[config.mk]
export PLATFORM = sky130hd
export DESIGN_NAME = baud_clkout_gen
export DESIGN_NICKNAME = d
export VERILOG_FILES = /design/src/rtl/bclk_pkg.sv /design/src/rtl/bclk_sync_fall.sv /design/src/rtl/bclk_core.sv /design/src/rtl/bclk_ser_div.sv /design/src/rtl/baud_clkout_gen.sv
export SDC_FILE = /design/constraint.sdc
export NUM_CORES = 1
export LEC_CHECK = 0
export BUFFER_PORTS_ARGS = -buffer_cell sky130_fd_sc_hd__buf_2
export CAP_MARGIN = 5
export CORE_UTILIZATION = 45
export DETAILED_ROUTE_END_ITERATION = 16
export PLACE_DENSITY_LB_ADDON = 0.05
export SLEW_MARGIN = 20
export SYNTH_ARGS = -nofsm -noshare
export SYNTH_HDL_FRONTEND = slang
export SYNTH_SLANG_ARGS = --single-unit
[constraint.sdc]
create_clock -name clk -period 5.35 [get_ports clk]
set_clock_uncertainty 0.1 [all_clocks]
set_input_delay 0.8025 -clock clk [delete_from_list [all_inputs] [get_ports clk]]
set_output_delay 0.8025 -clock clk [all_outputs]
set_load 0.03 [all_outputs]
[src/rtl/bclk_pkg.sv]
package bclk_pkg;

  typedef enum logic [1:0] {
    ADV_HOLD  = 2'd0,
    ADV_STATE = 2'd1,
    ADV_PIN   = 2'd2
  } adv_e;

  // Which event advances the counter this cycle.
  function automatic adv_e pick_adv(input logic active, input logic run,
                                    input logic pin_mode);
    if (!(active && run)) return ADV_HOLD;
    if (pin_mode)         return ADV_PIN;
    return ADV_STATE;
  endfunction

  // Other-timer overflow after the optional halving stage.
  function automatic logic t1_pass(input logic ovf, input logic smod,
                                   input logic half_ph);
    return ovf && (smod || half_ph);
  endfunction

endpackage

[src/rtl/bclk_sync_fall.sv]
module bclk_sync_fall #(
  parameter int unsigned STAGES = 2
) (
  input  logic clk,
  input  logic rst_n,
  input  logic pin,
  output logic fall
);
  localparam int unsigned TOP = STAGES;

  logic [TOP:0] chain_q;

  always_ff @(posedge clk or negedge rst_n) begin
    if (!rst_n) chain_q <= '1;
    else        chain_q <= {chain_q[TOP-1:0], pin};
  end

  assign fall = chain_q[TOP] & ~chain_q[TOP-1];
endmodule

[src/rtl/bclk_core.sv]
module bclk_core
  import bclk_pkg::*;
#(
  parameter int unsigned CNT_W = 16
) (
  input  logic             clk,
  input  logic             rst_n,
  input  logic             active,
  input  logic             run,
  input  logic             pin_mode,
  input  logic             pin_fall,
  input  logic [CNT_W-1:0] reload,
  output logic [CNT_W-1:0] count,
  output logic             roll
);
  adv_e       adv;
  logic       phase_q;
  logic       inc;
  logic [CNT_W-1:0] count_q;

  assign adv = pick_adv(active, run, pin_mode);

  always_comb begin
    case (adv)
      ADV_STATE: inc = phase_q;
      ADV_PIN:   inc = pin_fall;
      default:   inc = 1'b0;
    endcase
  end

  assign roll  = inc && (count_q == {CNT_W{1'b1}});
  assign count = count_q;

  always_ff @(posedge clk or negedge rst_n) begin
    if (!rst_n)                phase_q <= 1'b0;
    else if (adv == ADV_STATE) phase_q <= ~phase_q;
    else                       phase_q <= 1'b0;
  end

  always_ff @(posedge clk or negedge rst_n) begin
    if (!rst_n)    count_q <= '0;
    else if (!run) count_q <= reload;
    else if (inc)  count_q <= roll ? reload : count_q + {{(CNT_W-1){1'b0}}, 1'b1};
  end

  AST_RELOAD_ON_ROLL: assert property (@(posedge clk) disable iff (!rst_n)
    roll |=> count_q == $past(reload));
  AST_STOP_PRESET: assert property (@(posedge clk) disable iff (!rst_n)
    !run |=> count_q == $past(reload));
  AST_STATE_HALF_RATE: assert property (@(posedge clk) disable iff (!rst_n)
    (inc && adv == ADV_STATE) |=> !(inc && adv == ADV_STATE));
endmodule

[src/rtl/bclk_ser_div.sv]
module bclk_ser_div #(
  parameter int unsigned DIV_W = 4
) (
  input  logic clk,
  input  logic rst_n,
  input  logic use_timer,
  input  logic roll,
  input  logic t1_src,
  output logic tick
);
  logic [DIV_W-1:0] div_q;
  logic             tick_q;
  logic             src;

  assign src = use_timer ? roll : t1_src;

  always_ff @(posedge clk or negedge rst_n) begin
    if (!rst_n) begin
      div_q  <= '0;
      tick_q <= 1'b0;
    end else begin
      tick_q <= src && (div_q == {DIV_W{1'b1}});
      if (src) div_q <= div_q + {{(DIV_W-1){1'b0}}, 1'b1};
    end
  end

  assign tick = tick_q;

  AST_TICK_SINGLE: assert property (@(posedge clk) disable iff (!rst_n)
    tick_q |=> !tick_q);
endmodule

[src/rtl/baud_clkout_gen.sv]
module baud_clkout_gen
  import bclk_pkg::*;
#(
  parameter int unsigned CNT_W       = 16,
  parameter int unsigned DIV_W       = 4,
  parameter int unsigned SYNC_STAGES = 2
) (
  input  logic             clk,
  input  logic             rst_n,
  input  logic             rx_sel,
  input  logic             tx_sel,
  input  logic             clkout_en,
  input  logic             pin_count_mode,
  input  logic             run,
  input  logic [CNT_W-1:0] reload_val,
  input  logic             ext_en,
  input  logic             t1_ovf,
  input  logic             smod,
  input  logic             count_pin,
  input  logic             trig_pin,
  input  logic             flag_clr,
  output logic [CNT_W-1:0] count_val,
  output logic             rx_tick,
  output logic             tx_tick,
  output logic             clk_out,
  output logic             ext_flag
);
  localparam int unsigned N_DIR = 2;

  logic             active;
  logic             cnt_fall;
  logic             trig_fall;
  logic             roll;
  logic             t1_half_q;
  logic             t1_src;
  logic             co_on;
  logic             co_q;
  logic             trig_set;
  logic             flag_q;
  logic [N_DIR-1:0] dir_sel;
  logic [N_DIR-1:0] dir_tick;

  assign active = rx_sel | tx_sel | clkout_en;

  bclk_sync_fall #(.STAGES(SYNC_STAGES)) u_cnt_sync (
    .clk(clk), .rst_n(rst_n), .pin(count_pin), .fall(cnt_fall));

  bclk_sync_fall #(.STAGES(SYNC_STAGES)) u_trig_sync (
    .clk(clk), .rst_n(rst_n), .pin(trig_pin), .fall(trig_fall));

  bclk_core #(.CNT_W(CNT_W)) u_core (
    .clk(clk), .rst_n(rst_n), .active(active), .run(run),
    .pin_mode(pin_count_mode), .pin_fall(cnt_fall), .reload(reload_val),
    .count(count_val), .roll(roll));

  // Shared halving stage for the other timer's overflow
  always_ff @(posedge clk or negedge rst_n) begin
    if (!rst_n)      t1_half_q <= 1'b0;
    else if (t1_ovf) t1_half_q <= ~t1_half_q;
  end
  assign t1_src = t1_pass(t1_ovf, smod, t1_half_q);

  assign dir_sel = {tx_sel, rx_sel};

  for (genvar d = 0; d < N_DIR; d++) begin : g_dir
    bclk_ser_div #(.DIV_W(DIV_W)) u_div (
      .clk(clk), .rst_n(rst_n), .use_timer(dir_sel[d]), .roll(roll),
      .t1_src(t1_src), .tick(dir_tick[d]));
  end

  assign rx_tick = dir_tick[0];
  assign tx_tick = dir_tick[1];

  // Clock-out toggle
  assign co_on = clkout_en && !pin_count_mode;
  always_ff @(posedge clk or negedge rst_n) begin
    if (!rst_n)     co_q <= 1'b0;
    else if (co_on) co_q <= co_q ^ roll;
    else            co_q <= 1'b0;
  end
  assign clk_out = co_q;

  // Sticky trigger flag, set beats clear
  assign trig_set = ext_en && active && trig_fall;
  always_ff @(posedge clk or negedge rst_n) begin
    if (!rst_n) flag_q <= 1'b0;
    else        flag_q <= trig_set | (flag_q & ~flag_clr);
  end
  assign ext_flag = flag_q;

  AST_CLKOUT_TOGGLE: assert property (@(posedge clk) disable iff (!rst_n)
    (co_on && roll) |=> co_q != $past(co_q));
  AST_CLKOUT_IDLE: assert property (@(posedge clk) disable iff (!rst_n)
    !co_on |=> !co_q);
  AST_FLAG_SET: assert property (@(posedge clk) disable iff (!rst_n)
    trig_set |=> flag_q);
  AST_FLAG_HOLD: assert property (@(posedge clk) disable iff (!rst_n)
    (flag_q && !flag_clr) |=> flag_q);
endmodule

==> run_summary.xml <==
<?xml version="1.0" encoding="UTF-8"?>
<metrics>
  <group name="detailed_routing">
    <metric name="drcViolationCount" unit="">0</metric>
    <metric name="detailroute.via_count" unit="">1583</metric>
    <metric name="drt_iter0_markers" unit="">106</metric>
    <metric name="routed_wire_length_per_instance" unit="um">15.6</metric>
    <metric name="routed_wirelength" unit="mm">4.21</metric>
    <metric name="ant_nets" unit="">0</metric>
    <metric name="drt_pre_antenna_iters" unit="">4</metric>
    <metric name="per_cell_via_count_in_the_routed_design" unit="">5.86</metric>
  </group>
  <group name="yosys">
    <metric name="synth_fp_nets" unit="">203</metric>
    <metric name="yosys.area_share.adder" unit="%">2.09</metric>
    <metric name="synth_cell_types" unit="">43</metric>
    <metric name="muxShareOfSynthArea" unit="%">3.00</metric>
    <metric name="synth_xor_area_share" unit="%">4.89</metric>
    <metric name="netlist_area_before_placement" unit="sq um">1790</metric>
    <metric name="post_synth.cell_area_avg" unit="sq um">10.5</metric>
    <metric name="ys.flop_type" unit="">dfrtp_1</metric>
    <metric name="synthesized_area_fraction_occupied_by_ao_oa_aoi_and_oai_cells" unit="%">19.8</metric>
    <metric name="synth_top_family_by_area" unit="">compound AO/OA/AOI/OAI gates</metric>
    <metric name="asyncSetResetFlopFracSynth" unit="%">100</metric>
    <metric name="ys_ff_latch" unit="">36</metric>
    <metric name="sequential_cell_area_fraction_in_the_yosys_report" unit="%">50.7</metric>
    <metric name="area_share_of_and_or_nand_nor_cells_after_synthesis" unit="%">17.5</metric>
    <metric name="synth_warnings" unit="">0</metric>
    <metric name="syn_inst" unit="">171</metric>
    <metric name="number_of_synthesized_flops_with_an_enable_pin" unit="">0</metric>
  </group>
  <group name="clocking">
    <metric name="ctsRootBufferMaster" unit="">clkbuf_8</metric>
    <metric name="path_clk_slew" unit="ps">70</metric>
    <metric name="cts_resized" unit="">0</metric>
    <metric name="post_cts_buffers" unit="">0</metric>
    <metric name="holdBufCountCts" unit="">0</metric>
    <metric name="clkLatencyLatePin" unit="ps">290</metric>
    <metric name="buffers_from_clock_root_to_sink_at_most" unit="">2</metric>
    <metric name="htree_num_levels" unit="">2</metric>
    <metric name="tritoncts" unit="">done</metric>
    <metric name="numCtsBuffers" unit="">5</metric>
    <metric name="clock_sink_count" unit="">36</metric>
  </group>
  <group name="finish">
    <metric name="final_design_instance_area_without_fill" unit="sq um">2180</metric>
    <metric name="finish.cell_count_without_fillers" unit="">270</metric>
    <metric name="layout-area-overhead-vs-synth" unit="%">21.8</metric>
    <metric name="layout.area.seq" unit="sq um">908</metric>
    <metric name="post-route-util" unit="%">58.3</metric>
    <metric name="multiInputGateArea" unit="sq um">851</metric>
    <metric name="drive_above_1_share" unit="%">30.2</metric>
    <metric name="layout.filler_cells" unit="">355</metric>
    <metric name="final_net_count" unit="">253</metric>
    <metric name="diodes" unit="">0</metric>
  </group>
  <group name="flow_run">
    <metric name="cap_viol_max_count" unit="">0</metric>
  </group>
  <group name="global_route">
    <metric name="grt_overflow_total" unit="">0</metric>
    <metric name="grt.met1_usage" unit="%">26.4</metric>
    <metric name="initial_antenna_violation_count" unit="">0</metric>
    <metric name="first_pass_grt_wire_length" unit="mm">6.91</metric>
    <metric name="grt_start_max_net_pins" unit="">37</metric>
    <metric name="grt_use_total" unit="%">21.8</metric>
    <metric name="grt_pass1_vias" unit="">1523</metric>
    <metric name="grt_use_met3" unit="%">3.65</metric>
    <metric name="gr-usage-met2" unit="%">37.4</metric>
    <metric name="grt.busiest_layer" unit="">met2</metric>
  </group>
  <group name="die">
    <metric name="core_region_area" unit="sq um">3740</metric>
    <metric name="io_pins" unit="">49</metric>
    <metric name="die_h" unit="um">65.1</metric>
    <metric name="initial_core_util" unit="%">47.9</metric>
    <metric name="placementRows" unit="">22</metric>
    <metric name="die-area" unit="sq um">4240</metric>
    <metric name="die-width" unit="um">65.1</metric>
  </group>
  <group name="min_path">
    <metric name="worst_hold_path_type" unit="">reg -&gt; reg</metric>
  </group>
  <group name="power">
    <metric name="power.net_switching" unit="mW">0.240</metric>
    <metric name="total_power_per_unit_cell_area" unit="nW/um^2">355</metric>
    <metric name="part_of_the_total_power_dissipated_in_combinational_logic" unit="%">21.3</metric>
    <metric name="power_frac_clock" unit="%">30.6</metric>
    <metric name="post-layout-total-power" unit="mW">0.775</metric>
    <metric name="vdd.ir_drop.worst" unit="uV">217</metric>
    <metric name="internal_power" unit="mW">0.535</metric>
    <metric name="static-leakage-power" unit="nW">0.966</metric>
    <metric name="p_sw_share" unit="%">30.9</metric>
    <metric name="seq_power_share" unit="%">48.2</metric>
  </group>
  <group name="placed_design">
    <metric name="dp.final_hpwl" unit="mm">2.96</metric>
    <metric name="buffer_ports.inserted" unit="">48</metric>
    <metric name="gp_routability_congestion" unit="">0.825</metric>
    <metric name="post-place-ws" unit="ps">2080</metric>
    <metric name="numPlacedInstances" unit="">262</metric>
    <metric name="dpl_cell_area" unit="sq um">2070</metric>
  </group>
  <group name="sta">
    <metric name="final_min_period_over_clock_period" unit="%">49.2</metric>
    <metric name="max-slew-margin-rel" unit="%">45.6</metric>
    <metric name="grt_setup_unrepaired" unit="">false</metric>
    <metric name="postLayoutSetupSlackWorst" unit="ps">2720</metric>
    <metric name="final_max_slew_viol_count" unit="">0</metric>
    <metric name="final.min_clock_period" unit="ps">2630</metric>
    <metric name="timing_hold_violations_final" unit="">0</metric>
    <metric name="report.final.setup_viol" unit="">0</metric>
    <metric name="tightestPinTransition" unit="ps">813</metric>
    <metric name="timing.fmax" unit="MHz">380</metric>
    <metric name="worst_hold_slack" unit="ps">257</metric>
    <metric name="timing.setup.tns" unit="ps">0</metric>
  </group>
  <group name="status">
    <metric name="status" unit="">complete, no violations</metric>
  </group>
  <group name="worst_setup_path">
    <metric name="crit_required" unit="ps">5430</metric>
    <metric name="critPathMaxFanout" unit="">17</metric>
    <metric name="cp.arrival" unit="ps">2710</metric>
    <metric name="path_class" unit="">in -&gt; reg</metric>
    <metric name="critPathLaunchType" unit="">primary input</metric>
    <metric name="critical_path.endpoint_type" unit="">register</metric>
  </group>
</metrics>
==> final cells by class <==
| cell class | instances | share of cell area, % |
|---|---|---|
| clock buffer | 6 | 3.33 |
| clock inverter | 2 | 1.61 |
| inverter | 4 | 0.688 |
| multi-input combinational | 126 | 39.0 |
| sequential | 36 | 41.6 |
| tap | 48 | 2.75 |
| timing repair buffer | 48 | 11.0 |
==> layer usage <==
layer / up-vias / wire length, um
met1: 778 / 1860
met2: 48 / 2060
li1: 746 / -
met4: 0 / 80
met5: - / 0
met3: 11 / 212
==> final timing paths <==
| check | from | endpoint | slack [ps] | cells after the start |
|---|---|---|---|---|
| max | run | u_core.count[2] | 2720 | 6 |
| min | u_trig_sync.chain_q[0] | u_trig_sync.chain_q[1] | 260 | 0 |
| max reg2reg | u_core.count[0] | u_core.count[8] | 2990 | 5 |
| min reg2reg | u_trig_sync.chain_q[0] | u_trig_sync.chain_q[1] | 260 | 0 |
| max in group asynchronous | rst_n | g_dir[0].u_div.tick | 4160 | 1 |
| min in group asynchronous | rst_n | g_dir[1].u_div.div_q[3] | 490 | 1 |
==> kinds of logic after synthesis <==
family | after synthesis
flip-flops | 36
AO/OA/AOI/OAI | 49
multiplexers | 5
AND/OR/NAND/NOR | 59
buffers and inverters | 9
adder cells (fa/ha/maj) | 3
XOR/XNOR | 10
==> state kept, by name, indices dropped and copies added, names as in the netlist <==
register	flops
u_core.count	16
t1_half_q	1
u_core.phase_q	1
u_trig_sync.chain_q	3
ext_flag	1
u_cnt_sync.chain_q	3
clk_out	1
g_dir.u_div.tick	2
g_dir.u_div.div_q	8
==> cells in the final DEF (no fill, tap or decap), types with 3 or more instances in the layout <==
cell type	Yosys	final
a21oi_1	9	8
a311oi_1	4	4
a31oi_1	5	5
a41oi_1	6	6
and3_1	5	5
buf_2	2	48
clkbuf_8	0	5
dfrtp_1	30	30
dfstp_2	6	6
ha_1	3	3
inv_1	3	3
mux2_2	3	3
nand2_1	13	13
nand2b_1	5	5
nand3_1	8	8
nand4_1	5	5
nor2_1	13	13
nor3_1	3	3
o21a_1	3	3
o21ai_0	4	4
xnor2_1	6	6
xor2_1	4	4
==> Yosys cell counts (3+ instances only) <==
cell type	n	area share (%)
a31oi_1	5	1.7
nand2b_1	5	1.7
dfrtp_1	30	42
inv_1	3	0.63
ha_1	3	2.1
nor2_1	13	2.7
a311oi_1	4	2.0
a21oi_1	9	2.5
and3_1	5	1.7
xnor2_1	6	2.9
nand4_1	5	1.7
clkbuf_1	3	0.63
o21ai_0	4	1.1
nand3_1	8	2.2
nand2_1	13	2.7
mux2_2	3	1.9
o21a_1	3	1.3
nor3_1	3	0.84
xor2_1	4	2.0
dfstp_2	6	8.8
a41oi_1	6	2.9
==> worst max-delay path, stage by stage <==
cell and delay [ps]:
buf_2 270, o31ai_1 190, a21oi_2 540, a21boi_1 540
a31oi_1 170, o22a_1 190
==> power groups by stage <==
| stage | combinational [mW] | sequential [mW] | clock (mW) |
|---|---|---|---|
| 6_report | 0.165 | 0.373 | 0.237 |
| 5_1_grt | 0.183 | 0.381 | 0.253 |
| 4_1_cts | 0.168 | 0.373 | 0.240 |
| 3_5_place_dp | 0.166 | 0.377 | 0 |
| 3_3_place_gp | 0.160 | 0.373 | 0 |
| 2_1_floorplan | 0.0922 | 0.393 | 0 |
Power figures use the tool's default switching activity.
